<file path="config.mk">
export PLATFORM = sky130hd
export DESIGN_NAME = nco_bitpipe
export DESIGN_NICKNAME = d
export VERILOG_FILES = /design/src/rtl/nco_pkg.sv /design/src/rtl/nco_tri_delay.sv /design/src/rtl/nco_bit_slice.sv /design/src/rtl/nco_bit_accum.sv /design/src/rtl/nco_bitpipe.sv
export SDC_FILE = /design/constraint.sdc
export NUM_CORES = 1
export LEC_CHECK = 0
export CAP_MARGIN = 40
export CORE_MARGIN = 2
export CORE_UTILIZATION = 40
export DETAILED_ROUTE_END_ITERATION = 16
export DONT_BUFFER_PORTS = 1
export GPL_TIMING_DRIVEN = 0
export PLACE_DENSITY = 0.56
export SYNTH_ARGS = -nofsm -noshare
export SYNTH_HDL_FRONTEND = slang
export SYNTH_SLANG_ARGS = --single-unit
</file>
<file path="constraint.sdc">
create_clock -name clk -period 2.7 [get_ports clk]
set_input_delay 0.54 -clock clk [delete_from_list [all_inputs] [get_ports clk]]
set_output_delay 0.54 -clock clk [all_outputs]
set_load 0.05 [all_outputs]
</file>
<file path="src/rtl/nco_pkg.sv">
package nco_pkg;
  localparam int unsigned NCO_W_DEF = 32;

  // Number of delay registers on lane idx of a triangular array.
  // Forward arrays grow with the bit index; mirrored arrays shrink.
  function automatic int unsigned tap_depth(int unsigned idx, int unsigned w, bit rev);
    return rev ? (w - 1 - idx) : idx;
  endfunction
endpackage

</file>
<file path="src/rtl/nco_tri_delay.sv">
module nco_tri_delay #(
  parameter int unsigned W       = nco_pkg::NCO_W_DEF,
  parameter bit          REVERSE = 1'b0
) (
  input  logic         clk,
  input  logic         rst,
  input  logic [W-1:0] d_i,
  output logic [W-1:0] q_o
);
  for (genvar i = 0; i < W; i++) begin : g_lane
    localparam int unsigned D = nco_pkg::tap_depth(i, W, REVERSE);
    if (D == 0) begin : g_pass
      assign q_o[i] = d_i[i];
    end else if (D == 1) begin : g_one
      logic r_q;
      always_ff @(posedge clk) begin
        if (rst) r_q <= 1'b0;
        else     r_q <= d_i[i];
      end
      assign q_o[i] = r_q;
    end else begin : g_chain
      logic [D-1:0] sr_q;
      always_ff @(posedge clk) begin
        if (rst) sr_q <= '0;
        else     sr_q <= {sr_q[D-2:0], d_i[i]};
      end
      assign q_o[i] = sr_q[D-1];
    end
  end
endmodule

</file>
<file path="src/rtl/nco_bit_slice.sv">
module nco_bit_slice (
  input  logic clk,
  input  logic rst,
  input  logic a_i,
  input  logic c_i,
  output logic s_q,
  output logic c_q
);
  logic sum_d, cry_d;

  always_comb begin
    sum_d = s_q ^ a_i ^ c_i;
    cry_d = (s_q & a_i) | (s_q & c_i) | (a_i & c_i);
  end

  always_ff @(posedge clk) begin
    if (rst) begin
      s_q <= 1'b0;
      c_q <= 1'b0;
    end else begin
      s_q <= sum_d;
      c_q <= cry_d;
    end
  end
endmodule

</file>
<file path="src/rtl/nco_bit_accum.sv">
module nco_bit_accum #(
  parameter int unsigned W = nco_pkg::NCO_W_DEF
) (
  input  logic         clk,
  input  logic         rst,
  input  logic [W-1:0] addend_i,
  output logic [W-1:0] sum_q,
  output logic [W-2:0] carry_q
);
  logic [W-1:0] cin;
  assign cin[0]     = 1'b0;
  assign cin[W-1:1] = carry_q;

  for (genvar i = 0; i < W; i++) begin : g_bit
    if (i < W - 1) begin : g_slice
      nco_bit_slice u_slice (
        .clk (clk),
        .rst (rst),
        .a_i (addend_i[i]),
        .c_i (cin[i]),
        .s_q (sum_q[i]),
        .c_q (carry_q[i])
      );
    end else begin : g_msb
      // Top bit: carry out is discarded (modulo 2^W).
      logic msb_q;
      always_ff @(posedge clk) begin
        if (rst) msb_q <= 1'b0;
        else     msb_q <= msb_q ^ addend_i[i] ^ cin[i];
      end
      assign sum_q[i] = msb_q;
    end
  end
endmodule

</file>
<file path="src/rtl/nco_bitpipe.sv">
module nco_bitpipe #(
  parameter int unsigned W = nco_pkg::NCO_W_DEF
) (
  input  logic         clk,
  input  logic         rst,
  input  logic [W-1:0] freq_i,
  output logic [W-1:0] phase_o
);
  logic [W-1:0] addend_skew;
  logic [W-1:0] sum_q;
  logic [W-2:0] carry_q;

  nco_tri_delay #(.W(W), .REVERSE(1'b0)) u_skew (
    .clk (clk),
    .rst (rst),
    .d_i (freq_i),
    .q_o (addend_skew)
  );

  nco_bit_accum #(.W(W)) u_acc (
    .clk      (clk),
    .rst      (rst),
    .addend_i (addend_skew),
    .sum_q    (sum_q),
    .carry_q  (carry_q)
  );

  nco_tri_delay #(.W(W), .REVERSE(1'b1)) u_deskew (
    .clk (clk),
    .rst (rst),
    .d_i (sum_q),
    .q_o (phase_o)
  );
endmodule

</file>
==> results of run 1 <==
## power breakdown
part	internal, uW	switching [uW]	leakage, uW
combinational	199	258	0.00541
clock	8720	5730	0.00175
sequential	15700	21.6	0.00851
## through the flow
| step | instance area (sq um) | hold slack (ns) | instances |
|---|---|---|---|
| 6_report | 34750 | 0.04971 | 3466 |
| 5_1_grt | 34750 | 0.02394 | 3466 |
| 4_1_cts | 34750 | 0.001529 | 3464 |
| 3_5_place_dp | 30940 | 0.4176 | 3250 |
| 3_3_place_gp | 30940 | 0.4118 | 3250 |
| 2_1_floorplan | 29740 | 0.4109 | 2291 |
## timing repair
item                       CTS  global route
setup endpoints to repair    0             0
hold endpoints to repair    28             0
hold buffers                28             0
setup buffers                0             0
## area by class of cell
class | count | area [sq um] | area share, %
flip-flops and latches | 1055 | 21120 | 60.77
multi-input cells | 1087 | 7875 | 22.66
clock buffers | 151 | 3060 | 8.806
well taps | 959 | 1200 | 3.453
plain buffers | 149 | 749.5 | 2.157
clock inverters | 35 | 462.9 | 1.332
repair buffers | 28 | 280.3 | 0.8065
diodes | 2 | 5.005 | 0.01440
## worst paths after layout
path | slack, ns | startpoint | endpoint | depth (start not counted)
setup / recovery | 0.92 | u_acc.g_bit[31].g_msb.msb_q$_SDFF_PP0_ | phase_o[31] | 1
hold / removal | 0.05 | freq_i[5] | u_skew.g_lane[5].g_chain.sr_q[0]$_SDFF_PP0_ | 1
setup reg to reg | 1.60 | u_acc.g_bit[14].g_slice.u_slice.s_q$_SDFF_PP0_ | u_acc.g_bit[14].g_slice.u_slice.s_q$_SDFF_PP0_ | 2
hold reg to reg | 0.43 | u_skew.g_lane[20].g_chain.sr_q[1]$_SDFF_PP0_ | u_skew.g_lane[20].g_chain.sr_q[2]$_SDFF_PP0_ | 1
## layer usage
layer | share of wire (%) | vias to the layer above | wire length, um
li1 | - | 7145 | -
met1 | 49 | 6291 | 18140
met5 | 0 | - | 0
met4 | 2.7 | 0 | 990
met3 | 4.3 | 79 | 1599
met2 | 44 | 158 | 16280
## flip-flops by register name, indices dropped and copies added, names as in the netlist
signal,cells
u_acc.g_bit.g_msb.msb_q,1
u_acc.g_bit.g_slice.u_slice.c_q,31
u_acc.g_bit.g_slice.u_slice.s_q,31
u_deskew.g_lane.g_chain.sr_q,495
u_deskew.g_lane.g_one.r_q,1
u_skew.g_lane.g_chain.sr_q,495
u_skew.g_lane.g_one.r_q,1
## cell families after synthesis
| family | after synthesis | synth area share (%) |
|---|---|---|
| buffers and inverters | 149 | 2.520 |
| xor gates and xnor gates | 1 | 0.07571 |
| DFF | 1055 | 71.00 |
| and+or+nand+nor | 1055 | 24.34 |
| adders and majority gates | 31 | 2.061 |
## worst reg2reg max path: cells and delay by family, from the launching register on
kind / cells / cell delay [ns]
fa+ha+maj: 1 / 0.44
flops: 1 / 0.41
simple gates: 1 / 0.14
## placed cells by master (no fill, tap or decap)
master and instances:
and2b_1 513, buf_2 1, buf_4 36, buf_6 7, bufinv_16 9, clkbuf_1 124
clkbuf_16 105, clkbuf_2 1, clkbuf_8 26, clkinv_2 20, clkinv_8 2, dfxtp_1 1055
diode_2 2, dlygate4sd3_1 28, fa_1 30, ha_1 1, inv_16 2, inv_6 1
inv_8 1, nor2_1 1, nor2b_1 541, xnor3_1 1
==> flow_metrics.env, run 1 <==
export IMPL_status="complete, no violations"
export IMPL_fin_util_pct=47.39
export IMPL_power_uw=30580
export IMPL_drc=0
export IMPL_powerDensity_nw_per_um2=879.9
export IMPL_use_met3_pct=2.565
export IMPL_synthDistinctLibCells=12
export IMPL_place_ws_ns=0.6583
export IMPL_rsz0062_at_grt="no"
export IMPL_yosysWarningCount=0
export IMPL_die_x_um=276.7
export IMPL_ys_seq_area_share_pct=71.00
export IMPL_antenna_found_initial=2
export IMPL_fmax_mhz=562.8
export IMPL_grt_util_met2_pct=15.86
export IMPL_drt_first_pass_iters=4
export IMPL_synth_seq_cells=1055
export IMPL_gp_congestion=0.6760
export IMPL_critPathLaunchType="flip-flop"
export IMPL_filler_cell_count=6577
export IMPL_grt_pass1_wl_um=65360
export IMPL_worst_pin_slew_ns=0.8527
export IMPL_dieArea_sq_um=76560
export IMPL_cap_viol_max_count=0
export IMPL_cpPeakStageDelay_ns=0.38
export IMPL_wire_per_inst_um=10.68
export IMPL_synth_nets=2356
export IMPL_clock_sinks=1055
export IMPL_synth_top_area_cell="dfxtp_1"
export IMPL_finalWorstSetupSlack_ns=0.9232
export IMPL_vias=13670
export IMPL_grt_busiest_layer="met2"
export IMPL_crit_type="reg -> out"
export IMPL_fin_skew_ns=0.01183
export IMPL_cp_cell_sequence="buf_4"
export IMPL_synth_most_common_cell="dfxtp_1"
export IMPL_synth_cells=2291
export IMPL_netlist_top_cells_area="dfxtp_1 71%, and2b_1 13%, nor2b_1 11%, fa_1 2.0%, clkbuf_1 1.3%"
export IMPL_hold_class="in -> reg"
export IMPL_wirelength_um=37010
export IMPL_start_util_pct=40.56
export IMPL_cts_resized=0
export IMPL_synth_top_area_share_pct=71.00
export IMPL_path_max_fanout=2
export IMPL_synth_common_cells="1,055 x dfxtp_1, 541 x nor2b_1, 513 x and2b_1"
export IMPL_cp_arrival_ns=1.24
export IMPL_grt_remaining_overflow=0
export IMPL_nets=2489
export IMPL_synth_edff_count=0
export IMPL_grt_max_degree=15
export IMPL_clkTransAtPathRegs_ns=0.06
export IMPL_maxSlewHeadroom_pct=43.15
export IMPL_via_per_inst=3.945
export IMPL_required_ns=2.16
export IMPL_cp_end_kind="primary output"
export IMPL_num_rows=99
export IMPL_hpwl_um=22480
export IMPL_first_global_vias=13750
export IMPL_synth_area_sq_um=29740
export IMPL_die_height_um=276.7
export IMPL_postRouteAntennaNets=0
export IMPL_ir_drop_mv=0.4726
export IMPL_syn_area_per_cell_sq_um=12.98
export IMPL_cts_tree="done"
export IMPL_cp_slowest_cell="dfxtp_1"
export IMPL_globalRouteMet1Util_pct=13.16
export IMPL_clock_path_buffers=3
export IMPL_ioPinCount=66
export IMPL_finalSetupViolCount=0
export IMPL_fin_crit_sh_pct=65.81
export IMPL_core_area_sq_um=73330
export IMPL_critPathTopFamily="flip-flops"
export IMPL_power_leakage_uw=0.01568
export IMPL_finalCriticalPeriod_ns=1.777
export IMPL_cts_buffers=103
export IMPL_area_growth_pct=16.84
export IMPL_drive_above_1_share_pct=8.423
export IMPL_drv_slew=0
export IMPL_final_hold_violation_count=0
export IMPL_critPathBufInv=1
export IMPL_synth_flop_cell="dfxtp_1"
export IMPL_synthArstFlopShare_pct=0
export IMPL_cts_root_buf="clkbuf_16"
export IMPL_clkLatencyLatePin_ns=0.63
export IMPL_htreeDepth=3
export IMPL_drt_iter0_drc=334
export IMPL_grt_usage_pct=10.13
export IMPL_fin_tns_setup_ns=0
export IMPL_port_buffers=0
No activity file was read; power rests on OpenSTA's default activity.
==> run 2, diff against run 1 <==
Clock period 2.7 ns to 1.76 ns, I/O delays scaled along.
==> run 2 against run 1 <==
- sequential power is 53% higher
- critical endpoint unchanged
- critical path depth unchanged
- sequential share of layout area fell by 0.087 points
- sequential cell count did not move
- register-to-register slack worse by 0.94 ns
- routed wire length is 0.21% higher
- utilization is 0.068 points higher
- cell area up 0.14%
- highest routed layer unchanged
==> flow_metrics.env, run 2 (synthesis results as in run 1) <==
export IMPL_cp_arrival_ns=1.23
export IMPL_crit_type="reg -> out"
export IMPL_nets=2494
export IMPL_grt_max_degree=15
export IMPL_cts_buffers=103
export IMPL_critPathTopFamily="flip-flops"
export IMPL_final_common_cell="dfxtp_1"
export IMPL_critPathLaunchType="flip-flop"
export IMPL_drt_first_pass_iters=4
export IMPL_maxSlewHeadroom_pct=43.22
export IMPL_wire_per_inst_um=10.68
export IMPL_vias=13690
export IMPL_cts_resized=0
export IMPL_cp_cell_sequence="buf_4"
export IMPL_clock_sinks=1055
export IMPL_postRouteAntennaNets=0
export IMPL_place_area_sq_um=30940
export IMPL_antenna_found_initial=2
export IMPL_gp_congestion=0.6760
export IMPL_fmax_mhz=630.6
export IMPL_final_cell_mix="1,055 x dfxtp_1, 541 x nor2b_1, 513 x and2b_1, 124 x clkbuf_1, 105 x clkbuf_16"
export IMPL_rsz0062_at_grt="no"
export IMPL_powerDensity_nw_per_um2=1348
export IMPL_clock_path_buffers=3
export IMPL_htreeDepth=3
export IMPL_drt_iter0_drc=324
export IMPL_clkTransAtPathRegs_ns=0.06
export IMPL_port_buffers=0
export IMPL_grt_usage_pct=10.15
export IMPL_clkLatencyLatePin_ns=0.63
export IMPL_drc=0
export IMPL_start_util_pct=40.56
export IMPL_cts_setup_buffers=0
export IMPL_fin_crit_sh_pct=90.10
export IMPL_path_max_fanout=2
export IMPL_drive_above_1_share_pct=8.406
export IMPL_sw_frac_of_total_pct=19.63
export IMPL_stdcell_area_sq_um=34800
export IMPL_wirelength_um=37090
export IMPL_required_ns=1.41
export IMPL_core_area_sq_um=73330
export IMPL_hpwl_um=22480
export IMPL_p_int_uw=37710
export IMPL_worst_pin_slew_ns=0.8518
export IMPL_cp_slowest_cell="dfxtp_1"
export IMPL_dieArea_sq_um=76560
export IMPL_drv_slew=0
export IMPL_cpPeakStageDelay_ns=0.38
export IMPL_grt_remaining_overflow=0
export IMPL_power_frac_comb_pct=1.5
export IMPL_filler_cell_count=6572
export IMPL_num_rows=99
export IMPL_cts_tree="done"
export IMPL_power_share_sequential_pct=51.3
export IMPL_die_height_um=276.7
export IMPL_fin_skew_ns=0.01157
export IMPL_status="complete, no violations"
export IMPL_grt_pass1_wl_um=65450
export IMPL_cp_end_kind="primary output"
export IMPL_cap_viol_max_count=0
export IMPL_p_switching_uw=9208
export IMPL_fin_tns_setup_ns=0
export IMPL_reg_largest_list="u_deskew.g_lane.g_chain.sr_q: 495 flops, u_skew.g_lane.g_chain.sr_q: 495 flops"
export IMPL_first_global_vias=13780
export IMPL_critPathBufInv=1
export IMPL_hold_class="in -> reg"
export IMPL_cts_root_buf="clkbuf_16"
export IMPL_area_growth_pct=17.01
export IMPL_die_x_um=276.7
export IMPL_ir_drop_mv=0.7250
export IMPL_holdWs_ns=0.3684
export IMPL_power_leakage_uw=0.01570
export IMPL_via_per_inst=3.945
export IMPL_clockPowerShare_pct=47.2
export IMPL_finalCriticalPeriod_ns=1.586
export IMPL_finalSetupViolCount=0
export IMPL_final_hold_violation_count=0
export IMPL_ioPinCount=66
## run 2: cell count changes in the layout (fill, tap and decap cells not counted)
| cell | change |
|---|---|
| dlygate4sd3_1 | +5 |
## run 2: layout make-up
class	instances	area [sq um]	share of cell area (%)
diodes	2	5.005	0.01438
plain buffers	149	749.5	2.153
clock buffers	151	3060	8.794
clock inverters	35	462.9	1.330
multi-input cells	1087	7875	22.63
flip-flops and latches	1055	21120	60.68
well taps	959	1200	3.448
repair buffers	33	330.3	0.9491
## run 2: worst paths after layout
path | end | slack [ns] | from | depth (start not counted)
setup / recovery | phase_o[31] | 0.17 | u_acc.g_bit[31].g_msb.msb_q$_SDFF_PP0_ | 1
hold / removal | u_skew.g_lane[30].g_chain.sr_q[0]$_SDFF_PP0_ | 0.37 | freq_i[30] | 2
setup reg to reg | u_acc.g_bit[14].g_slice.u_slice.s_q$_SDFF_PP0_ | 0.66 | u_acc.g_bit[14].g_slice.u_slice.s_q$_SDFF_PP0_ | 2
hold reg to reg | u_skew.g_lane[20].g_chain.sr_q[2]$_SDFF_PP0_ | 0.43 | u_skew.g_lane[20].g_chain.sr_q[1]$_SDFF_PP0_ | 1
## run 2: power by group through the flow
| stage | combinational, uW | clock [uW] | sequential, uW |
|---|---|---|---|
| CTS | 745 | 23000 | 24000 |
| detailed placement | 680 | 0 | 24600 |
| finish | 712 | 22200 | 24000 |
| floorplan | 505 | 0 | 24600 |
| global placement | 660 | 0 | 24600 |
| global route | 816 | 24000 | 24000 |
## run 2: repair_timing
| action | CTS | global route |
|---|---|---|
| hold buffers | 33 | 0 |
| endpoints found under the setup margin | 0 | 0 |
| endpoints found under the hold margin | 38 | 0 |
## run 2: metal layers
metal	up-vias	track usage, %	part of all wire (%)
li1	7155	-	-
met1	6307	13.15	49
met2	157	15.92	44
met3	75	2.565	4.3
met4	0	4.752	2.6
met5	-	0	0
## run 2: per-stage QoR
stage | std cells | total power [uW] | util (%) | setup WS, ns
detailed placement | 3250 | 25250 | 42.20 | -0.09368
finish | 3471 | 46910 | 47.46 | 0.1743
CTS | 3469 | 47790 | 47.45 | 0.09009
global route | 3471 | 48830 | 47.46 | 0.08726
floorplan | 2291 | 25070 | - | 0.6114
global placement | 3250 | 25230 | 42.20 | -0.03511
==> run 3, diff against run 2 <==
Settings changed: CORE_UTILIZATION 40 to 56, HOLD_SLACK_MARGIN set to 0.1, PLACE_DENSITY 0.56 to 0.73.
==> run 3 against run 2 <==
- routed wire length shrank 1.4%
- sequential cell count did not move
- clock-buffer cell count fell by 9
- register-to-register slack barely moved
- clock power fell by 4%
- cell area down 1.4%
- sequential power about the same
- critical path depth stayed put
- maximum frequency up 3.1%
- hold slack better by 0.013 ns
- global-route usage increased by 4.0 points
- setup slack improved by 0.048 ns
- largest cell class unchanged
- largest power group unchanged
==> flow_metrics.env, run 3 (synthesis results as in run 1) <==
export IMPL_cts_buffers=97
export IMPL_core_area_sq_um=52550
export IMPL_critPathLaunchType="flip-flop"
export IMPL_postRouteAntennaNets=0
export IMPL_area_growth_pct=15.32
export IMPL_cts_setup_buffers=0
export IMPL_clkLatencyLatePin_ns=0.62
export IMPL_hold_class="in -> reg"
export IMPL_drc=0
export IMPL_grt_max_degree=16
export IMPL_cpPeakStageDelay_ns=0.36
export IMPL_fin_util_pct=65.27
export IMPL_powerDensity_nw_per_um2=1342
export IMPL_clkTransAtPathRegs_ns=0.06
export IMPL_vias=13650
export IMPL_fin_tns_setup_ns=0
export IMPL_cp_slowest_cell="dfxtp_1"
export IMPL_crit_type="reg -> out"
export IMPL_first_global_vias=13730
export IMPL_final_cell_mix="1,055 x dfxtp_1, 541 x nor2b_1, 513 x and2b_1, 124 x clkbuf_1, 99 x clkbuf_16"
export IMPL_drt_iter0_drc=357
export IMPL_antennaDiodeCount=0
export IMPL_path_max_fanout=2
export IMPL_start_util_pct=56.60
export IMPL_ir_drop_mv=0.9602
export IMPL_cts_tree="done"
export IMPL_die_x_um=234.5
export IMPL_final_hold_violation_count=0
export IMPL_cp_cell_sequence="buf_4"
export IMPL_grt_pass1_wl_um=63520
export IMPL_htreeDepth=3
export IMPL_worst_pin_slew_ns=0.7436
export IMPL_holdWs_ns=0.3817
export IMPL_fin_crit_sh_pct=87.38
export IMPL_ioPinCount=66
export IMPL_maxSlewHeadroom_pct=50.43
export IMPL_cp_arrival_ns=1.19
export IMPL_cts_resized=0
export IMPL_top_layer_used="met4"
export IMPL_port_buffers=0
export IMPL_power_leakage_uw=0.01560
export IMPL_wirelength_um=36560
export IMPL_cts_root_buf="clkbuf_16"
export IMPL_fmax_mhz=650.2
export IMPL_rsz0062_at_grt="no"
export IMPL_finalSetupViolCount=0
export IMPL_cap_viol_max_count=0
export IMPL_reg_largest_list="u_deskew.g_lane.g_chain.sr_q: 495 flops, u_skew.g_lane.g_chain.sr_q: 495 flops"
export IMPL_num_rows=84
export IMPL_routed_wl_met2_um=17240
export IMPL_die_height_um=234.5
export IMPL_nets=2488
export IMPL_dieArea_sq_um=54980
export IMPL_required_ns=1.41
export IMPL_route_met3_wl_um=1232
export IMPL_wl_met1_um=17310
export IMPL_clock_path_buffers=3
export IMPL_grt_usage_pct=14.14
export IMPL_drive_above_1_share_pct=8.003
export IMPL_clock_sinks=1055
export IMPL_critPathBufInv=1
export IMPL_fin_skew_ns=0.01183
export IMPL_critPathTopFamily="flip-flops"
export IMPL_grt_remaining_overflow=0
export IMPL_power_uw=46050
export IMPL_gp_congestion=0.6880
export IMPL_hpwl_um=22280
export IMPL_status="complete, no violations"
export IMPL_finalCriticalPeriod_ns=1.538
export IMPL_antenna_found_initial=0
export IMPL_final_common_cell="dfxtp_1"
export IMPL_drv_slew=0
export IMPL_cp_end_kind="primary output"
export IMPL_drt_first_pass_iters=4
export IMPL_wire_per_inst_um=11.47
export IMPL_via_per_inst=4.283
## run 3: changes by cell type in the layout (fill, tap and decap cells not counted), moves of 2 or more
| cell | previous run | this run |
|---|---|---|
| diode_2 | 2 | 0 |
| bufinv_16 | 9 | 11 |
| clkbuf_8 | 26 | 23 |
| clkbuf_16 | 105 | 99 |
| clkinv_2 | 20 | 14 |
| clkinv_4 | 0 | 2 |
## run 3: final cells by class
class                      count  area, sq um
clock buffer                 142         2869
tap                          688        860.8
fill                        3801        18250
multi-input combinational   1087         7875
sequential                  1055        21120
buffer                       149        749.5
clock inverter                33        495.5
timing repair buffer          33        330.3
## run 3: repair_timing
| action | in CTS | in global routing |
|---|---|---|
| endpoints found under the hold margin | 38 | 0 |
| hold buffers | 33 | 0 |
| endpoints found under the setup margin | 0 | 0 |
## run 3: per-stage QoR
stage          setup slack, ns  instances  area, sq um
3_3_place_gp           -0.1610       2979        30610
5_1_grt                 0.1687       3187        34300
4_1_cts                 0.1637       3187        34300
6_report                0.2221       3187        34300
2_1_floorplan           0.6114       2291        29740
3_5_place_dp           -0.1452       2979        30610
## run 3: final timing paths
| check | from | end | slack, ns | cells after the start |
|---|---|---|---|---|
| worst max register to register | u_acc.g_bit[9].g_slice.u_slice.s_q$_SDFF_PP0_ | u_acc.g_bit[9].g_slice.u_slice.s_q$_SDFF_PP0_ | 0.67 | 2 |
| worst min register to register | u_skew.g_lane[21].g_chain.sr_q[9]$_SDFF_PP0_ | u_skew.g_lane[21].g_chain.sr_q[10]$_SDFF_PP0_ | 0.42 | 1 |
| worst min-delay path | freq_i[4] | u_skew.g_lane[4].g_chain.sr_q[0]$_SDFF_PP0_ | 0.38 | 2 |
| worst max-delay path | u_acc.g_bit[31].g_msb.msb_q$_SDFF_PP0_ | phase_o[31] | 0.22 | 1 |
## run 3: layer usage
layer / up-vias / global-route usage (%)
met2: 127 / 23.30
met5: - / 0
met4: 0 / 5.778
met3: 55 / 2.980
met1: 6343 / 18.19
li1: 7125 / -
## run 3: power by group
group / total, uW / switching [uW] / leakage [uW] / internal (uW)
registers: 24000 / 35.2 / 0.00851 / 24000
clock network: 21300 / 8360 / 0.00166 / 12900
logic: 713 / 400 / 0.00543 / 313
